===== src/rtl/pair_tlb.sv =====
module pair_tlb #(
  parameter int ENTRIES = 16,
  parameter int VA_W    = 32,
  parameter int PA_W    = 32,
  parameter int ID_W    = 8,
  parameter int MIN_BITS = 13
) (
  input  logic                       clk,
  input  logic                       rst_n,
  input  logic [VA_W-1:0]            lk_vaddr,
  input  logic [ID_W-1:0]            lk_asid,
  input  logic [1:0]                 lk_kind,
  input  logic                       wr_en,
  input  logic [$clog2(ENTRIES)-1:0] wr_idx,
  input  logic [VA_W-1:0]            wr_vpair,
  input  logic [VA_W-1:0]            wr_pmask,
  input  logic [ID_W-1:0]            wr_asid,
  input  logic                       wr_global,
  input  logic                       wr_hwinv,
  input  logic [PA_W-1:0]            wr_pfn_even,
  input  logic [PA_W-1:0]            wr_pfn_odd,
  input  logic [3:0]                 wr_attr_even,
  input  logic [3:0]                 wr_attr_odd,
  output logic [PA_W-1:0]            res_paddr,
  output logic                       res_write_ok,
  output logic [2:0]                 res_code
);
  localparam int IDX_W = $clog2(ENTRIES);
  localparam logic [VA_W-1:0] MIN_MASK = (VA_W'(1) << MIN_BITS) - VA_W'(1);

  localparam logic [2:0] C_MATCH = 3'd0;
  localparam logic [2:0] C_NONE  = 3'd1;
  localparam logic [2:0] C_INVAL = 3'd2;
  localparam logic [2:0] C_DIRTY = 3'd3;
  localparam logic [2:0] C_RINH  = 3'd4;
  localparam logic [2:0] C_XINH  = 3'd5;

  localparam logic [1:0] K_FETCH = 2'd0;
  localparam logic [1:0] K_STORE = 2'd2;

  logic [VA_W-1:0] e_vpair [ENTRIES];
  logic [VA_W-1:0] e_mask  [ENTRIES];
  logic [ID_W-1:0] e_asid  [ENTRIES];
  logic            e_glob  [ENTRIES];
  logic            e_hinv  [ENTRIES];
  logic [PA_W-1:0] e_pfn0  [ENTRIES];
  logic [PA_W-1:0] e_pfn1  [ENTRIES];
  logic [3:0]      e_att0  [ENTRIES];
  logic [3:0]      e_att1  [ENTRIES];

  always_ff @(posedge clk) begin
    if (!rst_n) begin
      for (int i = 0; i < ENTRIES; i++) begin
        e_vpair[i] <= '0;
        e_mask[i]  <= '0;
        e_asid[i]  <= '0;
        e_glob[i]  <= 1'b0;
        e_hinv[i]  <= 1'b1;
        e_pfn0[i]  <= '0;
        e_pfn1[i]  <= '0;
        e_att0[i]  <= '0;
        e_att1[i]  <= '0;
      end
    end else if (wr_en) begin
      e_vpair[wr_idx] <= wr_vpair;
      e_mask[wr_idx]  <= wr_pmask | MIN_MASK;
      e_asid[wr_idx]  <= wr_asid;
      e_glob[wr_idx]  <= wr_global;
      e_hinv[wr_idx]  <= wr_hwinv;
      e_pfn0[wr_idx]  <= wr_pfn_even;
      e_pfn1[wr_idx]  <= wr_pfn_odd;
      e_att0[wr_idx]  <= wr_attr_even;
      e_att1[wr_idx]  <= wr_attr_odd;
    end
  end

  logic [ENTRIES-1:0] hit;

  for (genvar g = 0; g < ENTRIES; g++) begin : g_cmp
    assign hit[g] = !e_hinv[g]
                 && (((e_vpair[g] ^ lk_vaddr) & ~e_mask[g]) == '0)
                 && (e_glob[g] || (e_asid[g] == lk_asid));
  end

  logic             found;
  logic [IDX_W-1:0] win;

  always_comb begin
    found = 1'b0;
    win   = '0;
    for (int i = ENTRIES - 1; i >= 0; i--) begin
      if (hit[i]) begin
        found = 1'b1;
        win   = IDX_W'(i);
      end
    end
  end

  logic [VA_W-1:0] sel_mask;
  logic [VA_W-1:0] half_mask;
  logic            odd;
  logic [3:0]      att;
  logic [PA_W-1:0] pfn;
  logic [2:0]      code_d;

  assign sel_mask  = e_mask[win];
  assign half_mask = sel_mask >> 1;
  assign odd       = |(lk_vaddr & sel_mask & ~half_mask);
  assign att       = odd ? e_att1[win] : e_att0[win];
  assign pfn       = odd ? e_pfn1[win] : e_pfn0[win];

  always_comb begin
    if (!found)                                   code_d = C_NONE;
    else if (!att[0])                             code_d = C_INVAL;
    else if (lk_kind == K_FETCH && att[3])        code_d = C_XINH;
    else if (lk_kind != K_FETCH && lk_kind != K_STORE && att[2])
                                                  code_d = C_RINH;
    else if (lk_kind == K_STORE && !att[1])       code_d = C_DIRTY;
    else                                          code_d = C_MATCH;
  end

  always_ff @(posedge clk) begin
    if (!rst_n) begin
      res_code     <= C_NONE;
      res_paddr    <= '0;
      res_write_ok <= 1'b0;
    end else begin
      res_code     <= code_d;
      res_paddr    <= (code_d == C_MATCH) ? (pfn | PA_W'(lk_vaddr & half_mask)) : '0;
      res_write_ok <= (code_d == C_MATCH) && att[1];
    end
  end

  AST_CODE_LEGAL: assert property (@(posedge clk) disable iff (!rst_n)
    res_code <= C_XINH);
  AST_FAIL_QUIET: assert property (@(posedge clk) disable iff (!rst_n)
    (res_code != C_MATCH) |-> (res_paddr == '0 && !res_write_ok));
  AST_FETCH_KIND: assert property (@(posedge clk) disable iff (!rst_n)
    (lk_kind == K_FETCH) |=> (res_code != C_RINH && res_code != C_DIRTY));
  AST_LOAD_KIND: assert property (@(posedge clk) disable iff (!rst_n)
    (lk_kind[0]) |=> (res_code != C_XINH && res_code != C_DIRTY));
  AST_STORE_WRITABLE: assert property (@(posedge clk) disable iff (!rst_n)
    (lk_kind == K_STORE) |=> (res_code == C_MATCH ? res_write_ok : res_code != C_XINH && res_code != C_RINH));
endmodule


===== config.mk =====
export PLATFORM = sky130hd
export DESIGN_NAME = pair_tlb
export DESIGN_NICKNAME = d
export VERILOG_FILES = /design/src/rtl/pair_tlb.sv
export SDC_FILE = /design/constraint.sdc
export NUM_CORES = 2
export LEC_CHECK = 0
export BUFFER_PORTS_ARGS = -buffer_cell sky130_fd_sc_hd__buf_2
export CORE_MARGIN = 8
export CORE_UTILIZATION = 48
export DETAILED_ROUTE_END_ITERATION = 16
export GPL_ROUTABILITY_DRIVEN = 0
export PLACE_DENSITY_LB_ADDON = 0.12
export SYNTH_ARGS = -nofsm -noshare
export SYNTH_HDL_FRONTEND = slang
export SYNTH_SLANG_ARGS = --single-unit

===== constraint.sdc =====
create_clock -name clk -period 28.4 [get_ports clk]
set_input_delay 4.26 -clock clk [delete_from_list [all_inputs] [get_ports clk]]
set_output_delay 4.26 -clock clk [all_outputs]
set_load 0.1 [all_outputs]

# Yosys cells after proc, flatten, opt, wreduce, memory -nomap -nowiden
# Memory sizes are Yosys's and may differ from the RTL's.
# Cells that the tools add are included.
[word_totals]
out_inout_bits = 36
register_bits = 36
elab_cells = 253
ramBits = 2336
mem_count = 9
inputBits = 195
[memory_table]
columns = ["name", "depth", "word_bits", "read_ports", "rd_ports_with_merged_regs", "write_ports", "line", "source"]
rows = [
  ["e_mask", 16, 32, 17, 0, 16, "42", "logic [VA_W-1:0] e_mask [ENTRIES];"],
  ["e_pfn0", 16, 32, 1, 0, 16, "46", "logic [PA_W-1:0] e_pfn0 [ENTRIES];"],
  ["e_pfn1", 16, 32, 1, 0, 16, "47", "logic [PA_W-1:0] e_pfn1 [ENTRIES];"],
  ["e_vpair", 16, 32, 16, 0, 16, "41", "logic [VA_W-1:0] e_vpair [ENTRIES];"],
  ["e_asid", 16, 8, 16, 0, 16, "43", "logic [ID_W-1:0] e_asid [ENTRIES];"],
  ["e_att0", 16, 4, 1, 0, 16, "48", "logic [3:0] e_att0 [ENTRIES];"],
  ["+3 memories", "-", "-", "-", "-", "-", "-", ""],
]
[op_classes]
bitwise = 53
mux = 70
n_eq_ne = 18
n_reduce_logical = 100
[op_table]
columns = ["operator", "count"]
rows = [
  ["$and A32 B32 Y32", 18],
  ["$logic_not A32 Y1", 16],
  ["$not A32 Y32", 16],
  ["$xor A32 B32 Y32", 16],
  ["$mux W32", 5],
  ["$reduce_or A32 Y1", 5],
  ["$eq A8 B8 Y1", 16],
  ["$mux W4", 28],
  ["$logic_and A1 B1 Y1", 37],
  ["$and A32 B31 Y32", 1],
  ["$not A31 Y32", 1],
  ["$or A32 B32 Y32", 1],
  ["$mux W1", 31],
  ["$logic_not A1 Y1", 17],
  ["$logic_or A1 B1 Y1", 16],
  ["$mux W3", 4],
  ["$mux W8", 1],
  ["$reduce_or A4 Y1", 2],
  ["$reduce_or A8 Y1", 1],
  ["$logic_not A3 Y1", 1],
  ["$eq A2 B2 Y1 const B", 1],
  ["$logic_not A2 Y1", 1],
  ["$mux W2", 1],
  ["$ne A2 B2 Y1 const B", 1],
  ["3 further kinds", 4],
]

# Longest topological paths before layout
# An unclocked memory read counts as a cell.
[logic_depth]
ltp_word = 36
mapped_depth = 29
mapped_depth_nobuf = 17

# Worst setup path before layout
# OpenSTA, ideal clock, no wires.
[synth_path]
kind = "input-to-reg"
from = "input rst_n"
to = "memory e_asid[12][0] (enable)"
t_arrival_ns = 14.247
setup_ns = 0.806
path_slack_ns = 13.347
n_path_buf = 2
path_stages = 5
required_ns = 27.594
cell_sequence = "clkbuf_1 -> nand2_1 -> or3_1 -> clkbuf_1 -> o21ai_0"
[synth_rtl]
columns = ["item", "line", "source"]
rows = [
  ["start, declared", "9", "input logic rst_n,"],
  ["end, declared", "43", ""],
]

# Worst setup path after layout
[layout_path]
from = "input lk_vaddr[18]"
to = "register res_paddr[7]"
[layout_via]
elab_chain_len = 35
elab_cells_between_ends = 136
classes_between = "39 x mux; 37 x bitwise; 55 x reduce/logical; 5 x memory"
[layout_rtl]
columns = ["item", "line", "source"]
rows = [
  ["start, declared", "10", "input logic [VA_W-1:0] lk_vaddr,"],
  ["$xor A32 B32 Y32", "81", "&& (((e_vpair[g] ^ lk_vaddr) & ~e_mask[g]) == '0)"],
  ["$and A32 B32 Y32", "81", ""],
  ["$logic_not A32 Y1", "81", ""],
  ["$logic_and A1 B1 Y1", "81", ""],
  ["$logic_and A1 B1 Y1", "82", "&& (e_glob[g] || (e_asid[g] == lk_asid));"],
  ["$mux W4 (16 in series)", "92", "if (hit[i]) begin"],
  ["$mem_v2 Z16 W32", "-", ""],
  ["$and A32 B32 Y32 / $not A31 Y32 (equally long branches)", "108", "assign odd = |(lk_vaddr & sel_mask & ~half_mask);"],
  ["(+4 left out)", "-", ""],
  ["$logic_and A1 B1 Y1", "118", "else if (lk_kind == K_STORE && !att[1]) code_d = C_DIRTY;"],
  ["$mux W2", "118", ""],
  ["$mux W3", "116", "else if (lk_kind != K_FETCH && lk_kind != K_STORE && att[2])"],
  ["$mux W3", "115", "else if (lk_kind == K_FETCH && att[3]) code_d = C_XINH;"],
  ["$mux W3", "114", "else if (!att[0]) code_d = C_INVAL;"],
  ["$mux W3", "113", "if (!found) code_d = C_NONE;"],
  ["$logic_not A3 Y1", "129", "res_paddr <= (code_d == C_MATCH) ? (pfn | PA_W'(lk_vaddr & half_mask)) : '0;"],
  ["$reduce_and A2 Y1 (no source line)", "-", ""],
  ["end signal, assigned", "129", ""],
  ["end, declared", "24", "output logic [PA_W-1:0] res_paddr,"],
]
# Parallel ways exist; a longest one is shown, timed or not.
# A chain may end at the register's enable or synchronous reset.

==> reports/metrics.csv <==
stage,metric,value,unit
cts,clockBufferDepth,3,
cts,cts_inserted_buffers,232,
floorplanning,start_util,48.32,%
cts,h-tree-depth,4,
yosys,synth_area,103800,um^2
min_path,hp-class,reg2reg,
timing,rsz0062_at_grt,false,
global_route,antenna_found_initial,72,
global_route,grt_pass1_wl,501800,um
timing,timing.final.crit_share,50.09,%
cells_and_area,nets,8801,
cts,hold_buffers,0,
run_status,outcome,"finished, final reports clean",
floorplanning,die_h,481.0,um
placement,dpl.cell_count,11210,
timing,finClkSkew,0.03692,ns
cts,path_clk_slew,0.06,ns
power,p_leak,0.04048,uW
setup_path,critical_path.n_buffers_inverters,6,
detailed_routing,routed_wl,358300,um
global_route,grt_max_degree,150,
detailed_routing,drt_pass1_iterations,6,
setup_path,cp-end-kind,flop,
timing,slew_headroom,4.233,%
detailed_routing,drt_iter0_markers,8663,
cts,clk_latency,0.88,ns
cts,clockRootBuffer,clkbuf_16,
setup_path,path_common_cell,buf_4,
yosys,postSynth.asyncResetShare,0,%
detailed_routing,drc_errors,0,
detailed_routing,num_vias,69800,
yosys,syn_inst,8753,
timing,fin_tns_setup,0,ns
global_route,grt-ovfl-total,0,
timing,setup_viol,0,
detailed_routing,routed_via_density,5.974,
timing,max_freq,0.07029,GHz
floorplanning,dieArea,231400,um^2
yosys,synth_cell_types,83,
cells_and_area,area_growth,10.44,%
timing,drv_slew,0,
power,total_power,7350,uW
yosys,syn-num-nets,8948,
floorplanning,core-area,214800,um^2
detailed_routing,routedWlPerCell,30.67,um
timing,tightest_slew,1.437,ns
cts,cts_tree,done,
job,cap_viol_max_count,0,
global_route,grtUsageTotal,30.18,%
cts,ctsResizeCount,0,
setup_path,path_delay_family,buffers and inverters,
setup_path,cpPeakStageDelay,0.89,ns
setup_path,critical_path_class,in2reg,
setup_path,cp.required,29.10,ns
placement,place_hpwl,202000,um
cells_and_area,drive_above_1_share,9.483,%
yosys,syn_area_per_cell,11.86,um^2
yosys,synth_flop_cell,edfxtp_1,
floorplanning,die_w,481.0,um
timing,period_minus_slack,14.23,ns
setup_path,cp_max_fo,63,
cells_and_area,fill_cells,18220,
power,ir_drop,68.05,uV
setup_path,path_cells,buf_2 > buf_4 > xnor2_1 > o22ai_1 > nor4_1 > nand2_1 > nor4_2 > nand2b_1 > nor4b_1 > a21o_4 > buf_4 > buf_4 > buf_4 > mux4_2 > and2_0 > a211oi_1 > nor4b_1 > a2111oi_2 > nand3b_2 > nor2_4 > buf_4 > mux2i_1 > a2111oi_2,
yosys,synth_edf_count,2112,
detailed_routing,ant_nets,0,
yosys,ys_ff_latch,2180,
timing,whs,0.4672,ns
floorplanning,core.rowCount,170,
timing,final_hold_viol_count,0,
floorplanning,ios,231,
global_route,grt_pass1_vias,66570,
yosys,yosysWarnings,0,
yosys,seq_area_frac_synth,62.41,%
cells_and_area,layout.cells.non_filler,11680,
cts,clkSinkCount,2180,
power,power.density,64.12,nW/um^2
setup_path,startpoint_type,primary input,
setup_path,arrival,14.93,ns
setup_path,critPathSlowestCell,nor4_1,
placement,numPortBuffers,217,
cts,post_cts_buffers,0,
cells in the mapped netlist, drive strengths merged, types with 7 or more instances:
cell	number	share of area, %
edfxtp	2112	61
and2	2098	13
nand2	1100	4.0
nand3	721	3.5
clkbuf	546	2.0
xnor2	392	3.3
xor2	248	2.1
buf	197	1.1
nor2	158	0.59
o22ai	145	0.87
o21ai	143	0.69
mux2i	128	1.2
nor4	120	0.78
dfxtp	68	1.3
mux4	51	1.1
a21oi	48	0.24
a211oi	46	0.33
a311oi	45	0.38
and3	43	0.26
a31oi	40	0.25
a41oi	19	0.16
nand4	19	0.11
or4	19	0.14
a21o	18	0.13
a221oi	18	0.15
inv	18	0.065
mux2	17	0.18
nor3	17	0.087
nand2b	16	0.096
o21bai	15	0.11
or3	15	0.090
a2111oi	12	0.14
nor3b	10	0.072
nand3b	9	0.069
nor2b	7	0.045
or2	7	0.042
metal layers:
layer	global-route usage, %	wire [um]
met1	39.63	139600
met2	47.86	164200
met3	5.612	32290
met4	15.89	22140
met5	0	121
sequential cells by signal, indices dropped and copies added (netlist names), 16 cells and up:
name       count
e_pfn0       512
e_pfn1       512
e_vpair      512
e_mask       320
e_asid       128
e_att0        64
e_att1        64
res_paddr     32
e_glob        16
e_hinv        16
cell usage in the layout (no fill, tap or decap), types with 51 or more instances in the layout:
master,n
and2_1,2097
buf_2,216
buf_4,133
clkbuf_1,51
clkbuf_16,237
dfxtp_1,68
edfxtp_1,2112
mux2i_1,128
mux4_2,51
nand2_1,1099
nand3_1,720
nor2_1,144
nor4_1,112
o21ai_0,128
o22ai_1,145
xnor2_1,391
xor2_1,248
kinds of logic after synthesis:
kind of cell | count (synthesis) | synth area share [%]
AOI/OAI and AO/OA | 600 | 3.902
xor gates and xnor gates | 640 | 5.407
buffers and inverters | 761 | 3.130
DFF | 2180 | 62.41
muxes | 196 | 2.525
and+or+nand+nor | 4376 | 22.63
stage by stage:
step | util, % | worst slack, ns | area [um^2]
after CTS | 53.32 | 14.41 | 114500
after global placement | 49.75 | 13.63 | 106900
after detailed placement | 49.75 | 13.50 | 106900
after floorplan | - | 13.35 | 103800
after global routing | 53.34 | 14.12 | 114600
final | 53.36 | 14.17 | 114600
worst paths after layout:
| path | start | to | slack, ns | cells past startpoint |
|---|---|---|---|---|
| setup / recovery | lk_vaddr[18] | res_paddr[7]$_SDFF_PN0_ | 14.17 | 23 |
| setup reg to reg | e_vpair[5][31]$_SDFFCE_PN0P_ | res_paddr[7]$_SDFF_PN0_ | 17.81 | 21 |
| hold reg to reg | e_glob[12]$_DFF_P_ | e_glob[12]$_DFF_P_ | 0.47 | 2 |
| hold / removal | e_glob[12]$_DFF_P_ | e_glob[12]$_DFF_P_ | 0.47 | 2 |
power by group:
group / switching (uW) / internal (uW) / total (uW)
clock: 1280 / 1790 / 3070
combinational: 353 / 141 / 494
sequential: 75.4 / 3710 / 3780
worst register-to-register path, delay by kind of cell (launching register included):
family,cells,cell delay (ns)
AND/OR/NAND/NOR,9,3.39
AO/OA/AOI/OAI,5,1.88
XOR/XNOR,1,0.15
multiplexers,2,1.64
flip-flops,1,0.39
buffers and inverters,4,3.02
area by class of cell:
cell class	instances	area [um^2]	share of cell area, %
flip-flops and latches	2180	64780	56.51
multi-input cells	5812	36140	31.52
clock buffers	313	6466	5.640
well taps	2838	3551	3.097
repair buffers	362	2340	2.041
clock inverters	120	1197	1.044
diodes	41	102.6	0.08949
inverters	18	67.56	0.05894
Note: power is estimated with default switching activity, not from simulation.
